File: config.mk
export PLATFORM = sky130hd
export DESIGN_NAME = burst_addr_gen
export DESIGN_NICKNAME = d
export VERILOG_FILES = /design/src/rtl/burst_pkg.sv /design/src/rtl/burst_ctrl.sv /design/src/rtl/burst_datapath.sv /design/src/rtl/burst_addr_gen.sv
export SDC_FILE = /design/constraint.sdc
export NUM_CORES = 1
export LEC_CHECK = 0
export BUFFER_PORTS_ARGS = -buffer_cell sky130_fd_sc_hd__buf_2
export CORE_UTILIZATION = 45
export DETAILED_ROUTE_END_ITERATION = 10
export GPL_TIMING_DRIVEN = 1
export PLACE_DENSITY = 0.8
export SKIP_LAST_GASP = 1
export SYNTH_ARGS = -nofsm -noshare
export SYNTH_HDL_FRONTEND = slang
export SYNTH_HIERARCHICAL = 1
export SYNTH_SLANG_ARGS = --single-unit
File: constraint.sdc
create_clock -name clk -period 1.2 [get_ports clk]
set_clock_uncertainty 0.15 [all_clocks]
set_input_delay 0 -clock clk [delete_from_list [all_inputs] [get_ports clk]]
set_output_delay 0 -clock clk [all_outputs]
set_load 0.1 [all_outputs]
File: src/rtl/burst_pkg.sv
package burst_pkg;
  // Per-edge commands from control to datapath
  typedef struct packed {
    logic loadStb;  // capture start address, clear beat count
    logic stepStb;  // increment beat count
  } burstStrobes_t;
endpackage

File: src/rtl/burst_ctrl.sv
module burst_ctrl
  import burst_pkg::*;
(
  input  logic          clkEnN,
  input  logic          load,
  input  logic          advance,
  output burstStrobes_t strb
);
  logic enabled;

  assign enabled = !clkEnN;

  always_comb begin
    strb         = '0;
    // load takes priority over advance; a high enable freezes everything
    strb.loadStb = enabled && load;
    strb.stepStb = enabled && !load && advance;
  end
endmodule

File: src/rtl/burst_datapath.sv
module burst_datapath
  import burst_pkg::*;
#(
  parameter int ADDR_W = 20,
  parameter int OFS_W  = 2
) (
  input  logic              clk,
  input  logic              rst,
  input  burstStrobes_t     strb,
  input  logic              interleave,
  input  logic [ADDR_W-1:0] startAddr,
  output logic [ADDR_W-1:0] addrOut
);
  localparam int UPPER_W = ADDR_W - OFS_W;

  logic [ADDR_W-1:0] baseAddr;
  logic [OFS_W-1:0]  beatCnt;
  logic [OFS_W-1:0]  baseOfs;
  logic [OFS_W-1:0]  linearOfs;
  logic [OFS_W-1:0]  xorOfs;
  logic [OFS_W-1:0]  curOfs;
  logic [UPPER_W-1:0] upperBits;

  always_ff @(posedge clk) begin
    if (rst) begin
      baseAddr <= '0;
      beatCnt  <= '0;
    end else if (strb.loadStb) begin
      baseAddr <= startAddr;
      beatCnt  <= '0;
    end else if (strb.stepStb) begin
      beatCnt  <= beatCnt + 1'b1;  // natural wrap at 2**OFS_W
    end
  end

  assign baseOfs   = baseAddr[OFS_W-1:0];
  assign upperBits = baseAddr[ADDR_W-1:OFS_W];
  assign linearOfs = baseOfs + beatCnt;
  assign xorOfs    = baseOfs ^ beatCnt;
  // strap is unclocked: the order mux sits after the registers
  assign curOfs    = interleave ? xorOfs : linearOfs;
  assign addrOut   = {upperBits, curOfs};
endmodule

File: src/rtl/burst_addr_gen.sv
module burst_addr_gen
  import burst_pkg::*;
#(
  parameter int ADDR_W = 20,
  parameter int OFS_W  = 2
) (
  input  logic              clk,
  input  logic              rst,
  input  logic              clkEnN,
  input  logic              load,
  input  logic              advance,
  input  logic              interleave,
  input  logic [ADDR_W-1:0] startAddr,
  output logic [ADDR_W-1:0] addrOut
);
  burstStrobes_t strb;

  burst_ctrl u_ctrl (
    .clkEnN  (clkEnN),
    .load    (load),
    .advance (advance),
    .strb    (strb)
  );

  burst_datapath #(
    .ADDR_W (ADDR_W),
    .OFS_W  (OFS_W)
  ) u_dp (
    .clk        (clk),
    .rst        (rst),
    .strb       (strb),
    .interleave (interleave),
    .startAddr  (startAddr),
    .addrOut    (addrOut)
  );
endmodule

After elaboration in Yosys (flattened, before gate mapping)
Index checks and enable logic that the tools add are counted.

operators by class
  multiplexer cells = 1
  bitwise logic cells = 1
  reductions and logical operators = 6
  add/subtract/negate cells = 2

operators by type and width
  operator                                     number
  logical AND 1 bit                            3
  adder 2 x 1 -> 2 bit, second input constant  1
  adder 2 bit                                  1
  logical NOT 1 bit                            2
  2-to-1 mux 2 bit                             1
  OR reduction 2 bit                           1
  XOR 2 bit                                    1

storage, ports and cells
  flip-flop bits (word level) = 22
  output and inout bits = 20
  word-level logic and storage cells = 12
  input bits = 26

Logic depth before layout (Yosys ltp)
  depth after elaboration = 3
  depth in mapped cells = 5
  mapped depth without buffers = 3

By module
Netlist, hierarchy kept.

modules (own cells, without submodules)
  module          seq. area each (um^2)  instances  area an instance (um^2)  cells each
  burst_datapath  440.4                  1          991.0                    94
  burst_ctrl      0.0                    1          18.8                     2

Worst setup path after synthesis
Ideal clock, no wire load.

  path kind = register to output
  start = reg u_dp.beatCnt[0]
  end = out addrOut[1]
  path slack = -1.127 ns
  data arrival time = 2.177 ns
  cell stages (with the launch flop) = 4
  path through = dfxtp_1 ha_1 nor2b_1 xnor2_1

on the way
  cells in the longest elaborated chain, start to end = 2

RTL lines
  element                 RTL line              text
  from (decl)             burst_datapath.sv:17  logic [OFS_W-1:0] beatCnt;
  from (signal assigned)  burst_datapath.sv:32  beatCnt <= beatCnt + 1'b1;
  adder 2 bit             burst_datapath.sv:38  assign linearOfs = baseOfs + beatCnt;
  2-to-1 mux 2 bit        burst_datapath.sv:41  assign curOfs = interleave ? xorOfs : linearOfs;
  to (decl)               burst_addr_gen.sv:14  output logic [ADDR_W-1:0] addrOut

Every way passes these cells.

Worst setup path in the final report
Ends and elaborated chain as after synthesis.

==> results.yml <==
outcome:
  status: "finished with violations"
  violations: "hold timing, setup timing"
setup_path:
  cp_cell_sequence: "ha_4 > nor2b_4 > xnor2_4 > buf_12"
  critPathCaptureType: "output pin"
  cp.arrival_ns: 1.34
  slowest_stage: "dfxtp_2"
  worst_path_largest_cell_delay_ns: 0.38
  critical_path.max_fanout: 2
  cp-start-kind: "flip-flop"
  worstSetupPathType: "flip-flop to output pin"
  worstPathRequired_ns: 1.05
final_layout:
  drive_above_1_share: 0.425
  final_cells: 173
  fin_nets: 174
  final_core_util: 0.813
  diodes: 0
  synthToLayoutAreaGrowth_pct: 64.4
  final_area_um2: 1660
floorplan:
  dieArea_um2: 2440
  die_x_um: 49.4
  start_util: 0.494
  ios: 46
  core_area_um2: 2040
  rows: 16
  die_h_um: 49.4
flow_run:
  cap_violations: 0
sta:
  min_period_ns: 1.49
  hold_ws_ns: -0.120
  rsz0062_at_grt: "true"
  slew_headroom: 0.734
  setup_viol: 2
  slew_viol_final: 0
  tightest_slew_ns: 0.399
  setup_slack_ns: -0.288
  clock.fmax_mhz: 672
  fin_tns_setup_ns: -0.345
  hold_viol: 2
  period_share: 1.24
cts:
  path_clk_slew_ns: 0.12
  worstSkewPairLatency_ns: 0.31
  clock-sinks: 22
  hold_buffers: 21
  cts_buffers: 3
  h-tree-depth: 1
  cts_tree: "done"
  cts_max_path_buffers: 2
  cts-root-buf: "clkbuf_4"
power:
  p_per_area_nw_per_um2: 1180
  total_power_mw: 1.96
  cellLeakagePower_nw: 0.712
  peakVddDrop_mv: 1.14
yosys:
  seq_area_frac_synth: 0.436
  synth-seq-cells: 22
  synthesis.area_um2: 1010
  avgSynthCellArea_um2: 10.5
  syn_inst: 96
  syn-num-nets: 123
  ys_warn_count: 6
  synthDistinctLibCells: 16
grt:
  grt_usage: 0.213
  grt_pass1_wl_um: 3880
  antenna_found_initial: 0
  grt_pass1_vias: 865
  gr-total-overflow: 0
  grt_max_degree: 23
detailed_routing:
  drt-pass1-iter-count: 4
  vias: 794
  wl_per_cell_um: 13.3
  ant_nets: 0
  routed_via_density: 4.59
  wirelength_um: 2300
  drc_errors: 0
  drt_first_iter_violations: 5
placed_design:
  io_buffer_count: 45
  gp_congestion: 0.599
  dp.cells: 147
  post-place-ws_ns: 0.00425
  place_area_um2: 1360
  dp_hpwl_um: 1500
hold_path:
  hp-class: "input port to flip-flop"
[power breakdown]
group	internal (mW)	switching [mW]
clock	0.338	0.232
combinational	0.240	0.348
sequential	0.765	0.0327
[worst max-delay path, delay by kind of cell (launching register included)]
family	cells	cell delay (ns)
flip-flops	1	0.38
XOR/XNOR	1	0.14
AND/OR/NAND/NOR	1	0.19
buffers and inverters	1	0.19
adder cells (fa/ha/maj)	1	0.13
[area by class of cell]
cell class	instances	area, um^2
fill	132	382
sequential	22	443
multi-input combinational	51	423
clock inverter	1	30.0
tap	27	33.8
clock buffer	3	22.5
timing repair buffer	69	708
[layer usage]
layer | wire length (um) | up-vias | share of wire | global-route usage
li1 | - | 394 | - | -
met1 | 876 | 375 | 0.38 | 0.213
met2 | 1320 | 23 | 0.57 | 0.427
met3 | 83 | 2 | 0.036 | 0.0530
met4 | 21 | 0 | 0.0091 | 0.0571
met5 | 0 | - | 0 | 0
[kinds of logic (layout without fill, tap and decap cells)]
group	Yosys count	count (layout)	synth area share
adder cells (fa/ha/maj)	1	1	0.0124
AO/OA/AOI/OAI	2	2	0.0223
XOR/XNOR	3	3	0.0260
multiplexers	20	20	0.198
AND/OR/NAND/NOR	25	25	0.112
flip-flops	22	22	0.436
buffers and inverters	23	73	0.193
[synth_stat cells, drive strengths merged]
| cell | n | area share |
|---|---|---|
| dfxtp | 22 | 0.44 |
| ha | 1 | 0.012 |
| a21bo | 1 | 0.0099 |
| nor3b | 1 | 0.012 |
| nor2b | 2 | 0.012 |
| a211oi | 1 | 0.012 |
| xnor2 | 3 | 0.026 |
| buf | 22 | 0.19 |
| nor2 | 20 | 0.074 |
| nor3 | 1 | 0.0050 |
| mux2i | 20 | 0.20 |
| nand3b | 1 | 0.0074 |
| clkbuf | 1 | 0.0037 |
[sequential cells by signal, summed over array words and instances (netlist names)]
signal / cells
u_dp/baseAddr: 20
u_dp/beatCnt: 2
[final timing paths]
| kind | start | end | slack (ns) | depth (start not counted) |
|---|---|---|---|---|
| max reg2reg | u_dp/beatCnt[0] | u_dp/beatCnt[1] | 0.12 | 3 |
| min reg2reg | u_dp/baseAddr[17] | u_dp/baseAddr[17] | 0.38 | 2 |
| max | u_dp/beatCnt[0] | addrOut[1] | -0.29 | 4 |
| min | load | u_dp/beatCnt[1] | -0.12 | 4 |
[placed cells by master, fill, tap and decap left out]
| cell | Yosys | layout |
|---|---|---|
| xnor2_4 | 0 | 1 |
| a211oi_2 | 1 | 1 |
| ha_4 | 0 | 1 |
| mux2i_1 | 20 | 20 |
| buf_2 | 1 | 25 |
| a21bo_2 | 1 | 1 |
| buf_12 | 2 | 16 |
| xnor2_1 | 3 | 1 |
| nand3b_1 | 1 | 1 |
| dlygate4sd3_1 | 0 | 21 |
| nor3b_2 | 1 | 1 |
| bufinv_16 | 0 | 1 |
| dfxtp_1 | 22 | 20 |
| nor2b_2 | 0 | 1 |
| dfxtp_2 | 0 | 2 |
| xnor2_2 | 0 | 1 |
| nor2b_4 | 0 | 1 |
| buf_4 | 18 | 7 |
| nor2_1 | 20 | 20 |
| nor3_1 | 1 | 1 |
| clkbuf_4 | 0 | 3 |
[what timing repair did]
action / in CTS / in global routing
hold endpoints to repair: 22 / 2
endpoints found under the setup margin: 6 / 2
pin swaps: 2 / 1
gates resized for setup: 7 / 0
setup buffers: 1 / 0
Note: power is estimated with default switching activity, not from simulation.
